==> src/rtl/spi_hold_pkg.sv <==
package spi_hold_pkg;
  typedef struct packed {
    logic cs_n;
    logic sck;
    logic hold_n;
  } pins_t;

  localparam int unsigned PIN_W = $bits(pins_t);
  localparam pins_t PINS_IDLE = '{cs_n: 1'b1, sck: 1'b0, hold_n: 1'b1};
endpackage

==> src/rtl/spi_hold_sync.sv <==
module spi_hold_sync #(
  parameter int unsigned    STAGES  = 2,
  parameter int unsigned    WIDTH   = 3,
  parameter logic [WIDTH-1:0] RST_VAL = '0
) (
  input  logic             clk_i,
  input  logic             rst_ni,
  input  logic [WIDTH-1:0] d_i,
  output logic [WIDTH-1:0] q_o
);
  logic [WIDTH-1:0] stg_q [STAGES];

  for (genvar s = 0; s < STAGES; s++) begin : g_stage
    always_ff @(posedge clk_i or negedge rst_ni) begin
      if (!rst_ni) stg_q[s] <= RST_VAL;
      else if (s == 0) stg_q[s] <= d_i;
      else stg_q[s] <= stg_q[(s == 0) ? 0 : s-1];
    end
  end

  assign q_o = stg_q[STAGES-1];
endmodule

==> src/rtl/spi_hold_edge.sv <==
module spi_hold_edge #(
  parameter int unsigned      WIDTH   = 2,
  parameter logic [WIDTH-1:0] RST_VAL = '0
) (
  input  logic             clk_i,
  input  logic             rst_ni,
  input  logic [WIDTH-1:0] d_i,
  output logic [WIDTH-1:0] prev_o,
  output logic [WIDTH-1:0] rise_o,
  output logic [WIDTH-1:0] fall_o
);
  logic [WIDTH-1:0] prev_q;

  always_ff @(posedge clk_i or negedge rst_ni) begin
    if (!rst_ni) prev_q <= RST_VAL;
    else prev_q <= d_i;
  end

  assign prev_o = prev_q;
  assign rise_o = d_i & ~prev_q;
  assign fall_o = ~d_i & prev_q;
endmodule

==> src/rtl/spi_hold_fsm.sv <==
module spi_hold_fsm (
  input  logic clk_i,
  input  logic rst_ni,
  input  logic cs_n_i,
  input  logic sck_i,
  input  logic hold_n_i,
  input  logic hold_edge_i,
  input  logic sck_fall_i,
  output logic held_o,
  output logic pend_o
);
  logic held_q, held_d;
  logic pend_q, pend_d;

  always_comb begin
    held_d = held_q;
    pend_d = pend_q;
    if (cs_n_i) begin
      // deselected: drop deferred work, release only when hold pin is high
      pend_d = 1'b0;
      if (held_q && hold_n_i) held_d = 1'b0;
    end else if (hold_edge_i && !sck_i) begin
      held_d = !hold_n_i;
      pend_d = 1'b0;
    end else if (hold_edge_i) begin
      pend_d = 1'b1;
    end else if (sck_fall_i && pend_q) begin
      held_d = !hold_n_i;
      pend_d = 1'b0;
    end
  end

  always_ff @(posedge clk_i or negedge rst_ni) begin
    if (!rst_ni) begin
      held_q <= 1'b0;
      pend_q <= 1'b0;
    end else begin
      held_q <= held_d;
      pend_q <= pend_d;
    end
  end

  assign held_o = held_q;
  assign pend_o = pend_q;
endmodule

==> src/rtl/spi_hold_ctrl.sv <==
module spi_hold_ctrl
  import spi_hold_pkg::*;
#(
  parameter int unsigned SYNC_STAGES = 2
) (
  input  logic clk_i,
  input  logic rst_ni,
  input  logic cs_ni,
  input  logic sck_i,
  input  logic hold_ni,
  output logic held_o,
  output logic so_oe_o,
  output logic rise_en_o,
  output logic fall_en_o
);
  localparam int unsigned EDGE_W = 2;
  localparam logic [EDGE_W-1:0] EDGE_RST = {PINS_IDLE.sck, PINS_IDLE.hold_n};

  pins_t pins_raw, pins_s;
  logic  cs_s, sck_s, hold_s;
  logic [EDGE_W-1:0] edge_prev, edge_rise, edge_fall;
  logic  sck_rise, sck_fall, hold_edge;
  logic  held, pend;

  assign pins_raw = '{cs_n: cs_ni, sck: sck_i, hold_n: hold_ni};

  spi_hold_sync #(
    .STAGES (SYNC_STAGES),
    .WIDTH  (PIN_W),
    .RST_VAL(PINS_IDLE)
  ) u_sync (
    .clk_i (clk_i),
    .rst_ni(rst_ni),
    .d_i   (pins_raw),
    .q_o   (pins_s)
  );

  assign cs_s   = pins_s.cs_n;
  assign sck_s  = pins_s.sck;
  assign hold_s = pins_s.hold_n;

  spi_hold_edge #(
    .WIDTH  (EDGE_W),
    .RST_VAL(EDGE_RST)
  ) u_edge (
    .clk_i (clk_i),
    .rst_ni(rst_ni),
    .d_i   ({sck_s, hold_s}),
    .prev_o(edge_prev),
    .rise_o(edge_rise),
    .fall_o(edge_fall)
  );

  assign sck_rise  = edge_rise[1];
  assign sck_fall  = edge_fall[1];
  assign hold_edge = edge_rise[0] | edge_fall[0];

  spi_hold_fsm u_fsm (
    .clk_i      (clk_i),
    .rst_ni     (rst_ni),
    .cs_n_i     (cs_s),
    .sck_i      (sck_s),
    .hold_n_i   (hold_s),
    .hold_edge_i(hold_edge),
    .sck_fall_i (sck_fall),
    .held_o     (held),
    .pend_o     (pend)
  );

  // strobes gate on the registered state: the entry edge counts, the exit edge does not
  assign held_o    = held;
  assign so_oe_o   = !cs_s && !held;
  assign rise_en_o = sck_rise && !cs_s && !held;
  assign fall_en_o = sck_fall && !cs_s && !held;
endmodule

==> config.mk <==
export PLATFORM = sky130hd
export DESIGN_NAME = spi_hold_ctrl
export DESIGN_NICKNAME = d
export VERILOG_FILES = /design/src/rtl/spi_hold_pkg.sv /design/src/rtl/spi_hold_sync.sv /design/src/rtl/spi_hold_edge.sv /design/src/rtl/spi_hold_fsm.sv /design/src/rtl/spi_hold_ctrl.sv
export SDC_FILE = /design/constraint.sdc
export NUM_CORES = 1
export LEC_CHECK = 0
export ABC_CLOCK_PERIOD_IN_PS = 1700
export BUFFER_PORTS_ARGS = -buffer_cell sky130_fd_sc_hd__buf_4
export CAP_MARGIN = 0
export CORE_AREA = 2 2 39 41
export CTS_CLUSTER_SIZE = 25
export DETAILED_ROUTE_END_ITERATION = 6
export DIE_AREA = 0 0 41 43
export SLEW_MARGIN = 10
export SYNTH_ARGS = -nofsm -noshare
export SYNTH_HDL_FRONTEND = slang
export SYNTH_SLANG_ARGS = --single-unit
==> constraint.sdc <==
create_clock -name clk_i -period 1.7 [get_ports clk_i]
set_input_delay 0.34 -clock clk_i [delete_from_list [all_inputs] [get_ports clk_i]]
set_output_delay 0.34 -clock clk_i [all_outputs]
set_load 0.01 [all_outputs]
After elaboration in Yosys (flattened, before gate mapping) --
Index checks and enable logic that the tools add are counted.
Word-level totals: bits in registers 10, latch bits 0, bits in writable memories 0, memory bits (read-only) 0, bits of input ports 5, output and inout port bits 4, memories kept 0
Operators by class: $add $sub $neg 0, multiply operators 0, divide/modulo/power cells 0, order comparisons 0, equality and inequality tests 2, shift-type cells 0, muxes and demuxes 9, bitwise gates (word level) 5, reduce and logical (&&, ||, !) cells 15
Operators by type and width (number):
- $mux W1 | 9
- $logic_and A1 B1 Y1 | 8
- $and A2 B2 Y2 | 2
- $logic_not A1 Y1 | 4
- $not A2 Y2 | 2
- $reduce_bool A4 Y1 | 1
- $ne A3 B3 Y1 const B | 1
- $reduce_and A3 Y1 | 1
- $reduce_bool A3 Y1 | 1
- $ne A2 B1 Y1 const B | 1
- $or A1 B1 Y1 | 1

Depth between registers and ports, before layout --
depth in word-level cells 7, depth in mapped cells 3, depth with buffers taken out 3

Modules after synthesis --
From an unflattened synthesis, not the netlist that was laid out.
Unflattened totals: cells, all modules 31, area total of the unflattened synthesis 405.4 sq um
By module, submodules not included:
- spi_hold_sync | times used 1, cells each 9, area each 177.7 sq um
- spi_hold_fsm | times used 1, cells each 12, area each 116.4 sq um
- spi_hold_edge | times used 1, cells each 6, area each 86.3 sq um
- spi_hold_ctrl | times used 1, cells each 4, area each 25.0 sq um

Least setup slack after synthesis --
No wires, ideal clock.
path kind register -> output, start point reg u_fsm.held_q, in the netlist u_fsm.held_o, end point out rise_en_o, arrival time 0.941 ns, required time 1.360 ns, slack 0.419 ns, stages on the path, launching flop included 2, path buffers 0, cells stage by stage dfrtp_1 nor4b_1
On the way: longest elaborated chain between the ends 2
RTL lines:
- from (decl) | line spi_hold_fsm.sv:12 | logic held_q, held_d;
- from (signal assigned) | line spi_hold_fsm.sv:38 | held_q <= held_d;
- $logic_not A1 Y1 | line spi_hold_ctrl.sv:73 | assign rise_en_o = sck_rise && !cs_s && !held;
- $logic_and A1 B1 Y1 | line spi_hold_ctrl.sv:73
- to (decl) | line spi_hold_ctrl.sv:13 | output logic rise_en_o,
Every way passes these cells.

Final worst setup path --
Ends and elaborated chain as after synthesis.

==> out/results.ini <==
[synth]
yosysSeqAreaShare_pct = 74.5
syn-cell-area_um2 = 344
postSynthCellCount = 23
syn-num-nets = 28
synth-warning-count = 0
synth-seq-cells = 10
synthDistinctLibCells = 13
syn_area_per_cell_um2 = 15.0

[timing]
rsz0062_at_grt = false
final.setup.tns_ns = 0
clock.fmax_mhz = 652
hold_ws_ns = 0.193
setup_viol = 0
relSlewSlack_pct = 82.2
fin_crit_sh_pct = 90.2
final_hold_viol_count = 0
finalMaxSlewViolations = 0
worstMarginPinSlew_ns = 0.264
fin_skew_ns = 0.0101
timing.final.ws_setup_ns = 0.167
fin_crit_ns = 1.53

[placement]
place_hpwl_um = 441
gp_congestion = 0.516
dp_slack_ns = 0.461
port_buffers = 8

[cts]
cts_buffers = 3
clk_latency_ns = 0.26
cts-root-buf = clkbuf_4
post_cts_resized = 0
hold_buffers = 1
cts_htree_levels = 1
postCtsSetupBuffers = 0
cts_tree = yes
cts_buffer_depth = 2
cts.sinks = 10
clkTransAtPathRegs_ns = 0.07

[finish]
area_growth_pct = 33.8
post-route-util_pct = 33.3
diodes = 0
final_nets = 42
drive_gt1_share_pct = 47.2
layout_commonest_cell = buf_4
nFillCells = 143
final_cell_mix = 8 x buf_4, 5 x dfstp_2, 5 x dfrtp_1, 3 x clkbuf_4

[floorplan]
num_rows = 14
ioPinCount = 9
core-area_mm2 = 0.00138
dieWidth_um = 41
start_util_pct = 24.9
die_h_um = 43
dieArea_mm2 = 0.00176

[routing]
drt-initial-drc-count = 3
drt-vias-per-instance = 4.48
drc = 0
wirelength_um = 592
vias = 233
detail_route.wl_per_cell_um = 11.4
postRouteAntennaNets = 0
firstDrtPassIters = 2

[status]
status = complete, no violations

[grt]
antenna_found_initial = 0
grt.overflow.total = 0
grt_max_degree = 11
grt_pass1_vias = 245
track_usage_pct = 10.0
grt_pass1_wl_um = 1120

[pwr]
power_density_mw_per_mm2 = 1060
peakVddDrop_mv = 0.457
leakagePower_nw = 0.205

[setup_path]
cp.required_ns = 1.36
critical_path_arrival_ns = 1.19
cp_max_fo = 6
cp-start-kind = register
cp_top_family = flip-flops
slowest_stage = dfrtp_1
cp.buffers_inverters = 1
path_class = reg2out
path_cells = nor4b_1 > buf_4
cpPeakStageDelay_ns = 0.43
cp-end-kind = output port

[flow_run]
cap_viol_max_count = 0

[hold_path]
hold_class = in2reg

-- area by class of cell --
class	count	area (µm²)	area share [%]
Clock buffer	4	26.3	5.71
Inverter	1	3.75	0.815
Multi-Input combinational cell	12	83.8	18.2
Sequential cell	10	256	55.7
Tap cell	16	20.0	4.35
Timing Repair Buffer	9	70.1	15.2
-- flip-flops by register name, indices dropped and copies added, names as in the netlist --
name and count:
u_sync.stg_q 3, u_edge.prev_o 2, u_fsm.pend_o 1, u_sync.q_o 3
u_fsm.held_o 1
-- power by group --
| group | internal, mW | total [mW] | switching [mW] |
|---|---|---|---|
| Combinational | 0.0301 | 0.0507 | 0.0206 |
| Sequential | 0.259 | 0.275 | 0.0162 |
| Clock | 0.0902 | 0.163 | 0.0726 |
| Total | 0.379 | 0.488 | 0.109 |
-- cells by family after synthesis --
group           share of synthesized area [%]
flops                                    74.5
simple gates                             12.0
xor+xnor                                 2.55
compound gates                           9.82
buf+inv                                  1.09
-- routing by layer --
metal	routed length (µm)	track usage [%]	part of all wire (%)
met1	221	11.6	37
met2	308	14.4	52
met3	62	7.85	10
met4	0	2.00	0
met5	0	0	0
-- through the flow --
step                cell area [µm²]  cells  total power [mW]
CTS                             460     52             0.502
floorplan                       344     23             0.297
finish                          460     52             0.488
global placement                424     47             0.325
detailed placement              424     47             0.329
global route                    460     52             0.526
-- cell usage after synthesis --
library cell,count,area (µm²)
dfrtp_1,5,125
nor2_1,2,7.51
nor4_1,1,6.26
a21o_1,1,7.51
a21oi_1,1,5.00
o221a_2,1,11.3
inv_1,1,3.75
xor2_1,1,8.76
nor2b_1,1,6.26
a311o_1,1,10.0
nand2_1,1,3.75
nor4b_1,2,17.5
dfstp_2,5,131
-- path summary, 6_finish.rpt --
check                            startpoint              end  slack [ns]  cells past startpoint
setup / recovery               u_fsm.held_o        rise_en_o        0.17                      2
hold / removal                        sck_i  u_sync.stg_q[4]        0.19                      1
setup reg to reg           u_edge.prev_o[0]     u_fsm.pend_o        0.53                      3
hold reg to reg             u_sync.stg_q[4]    u_sync.q_o[1]        0.34                      0
max in group asynchronous            rst_ni    u_sync.q_o[0]        1.04                      2
min in group asynchronous            rst_ni    u_sync.q_o[1]        0.43                      2
Note: power is estimated with default switching activity, not from simulation.
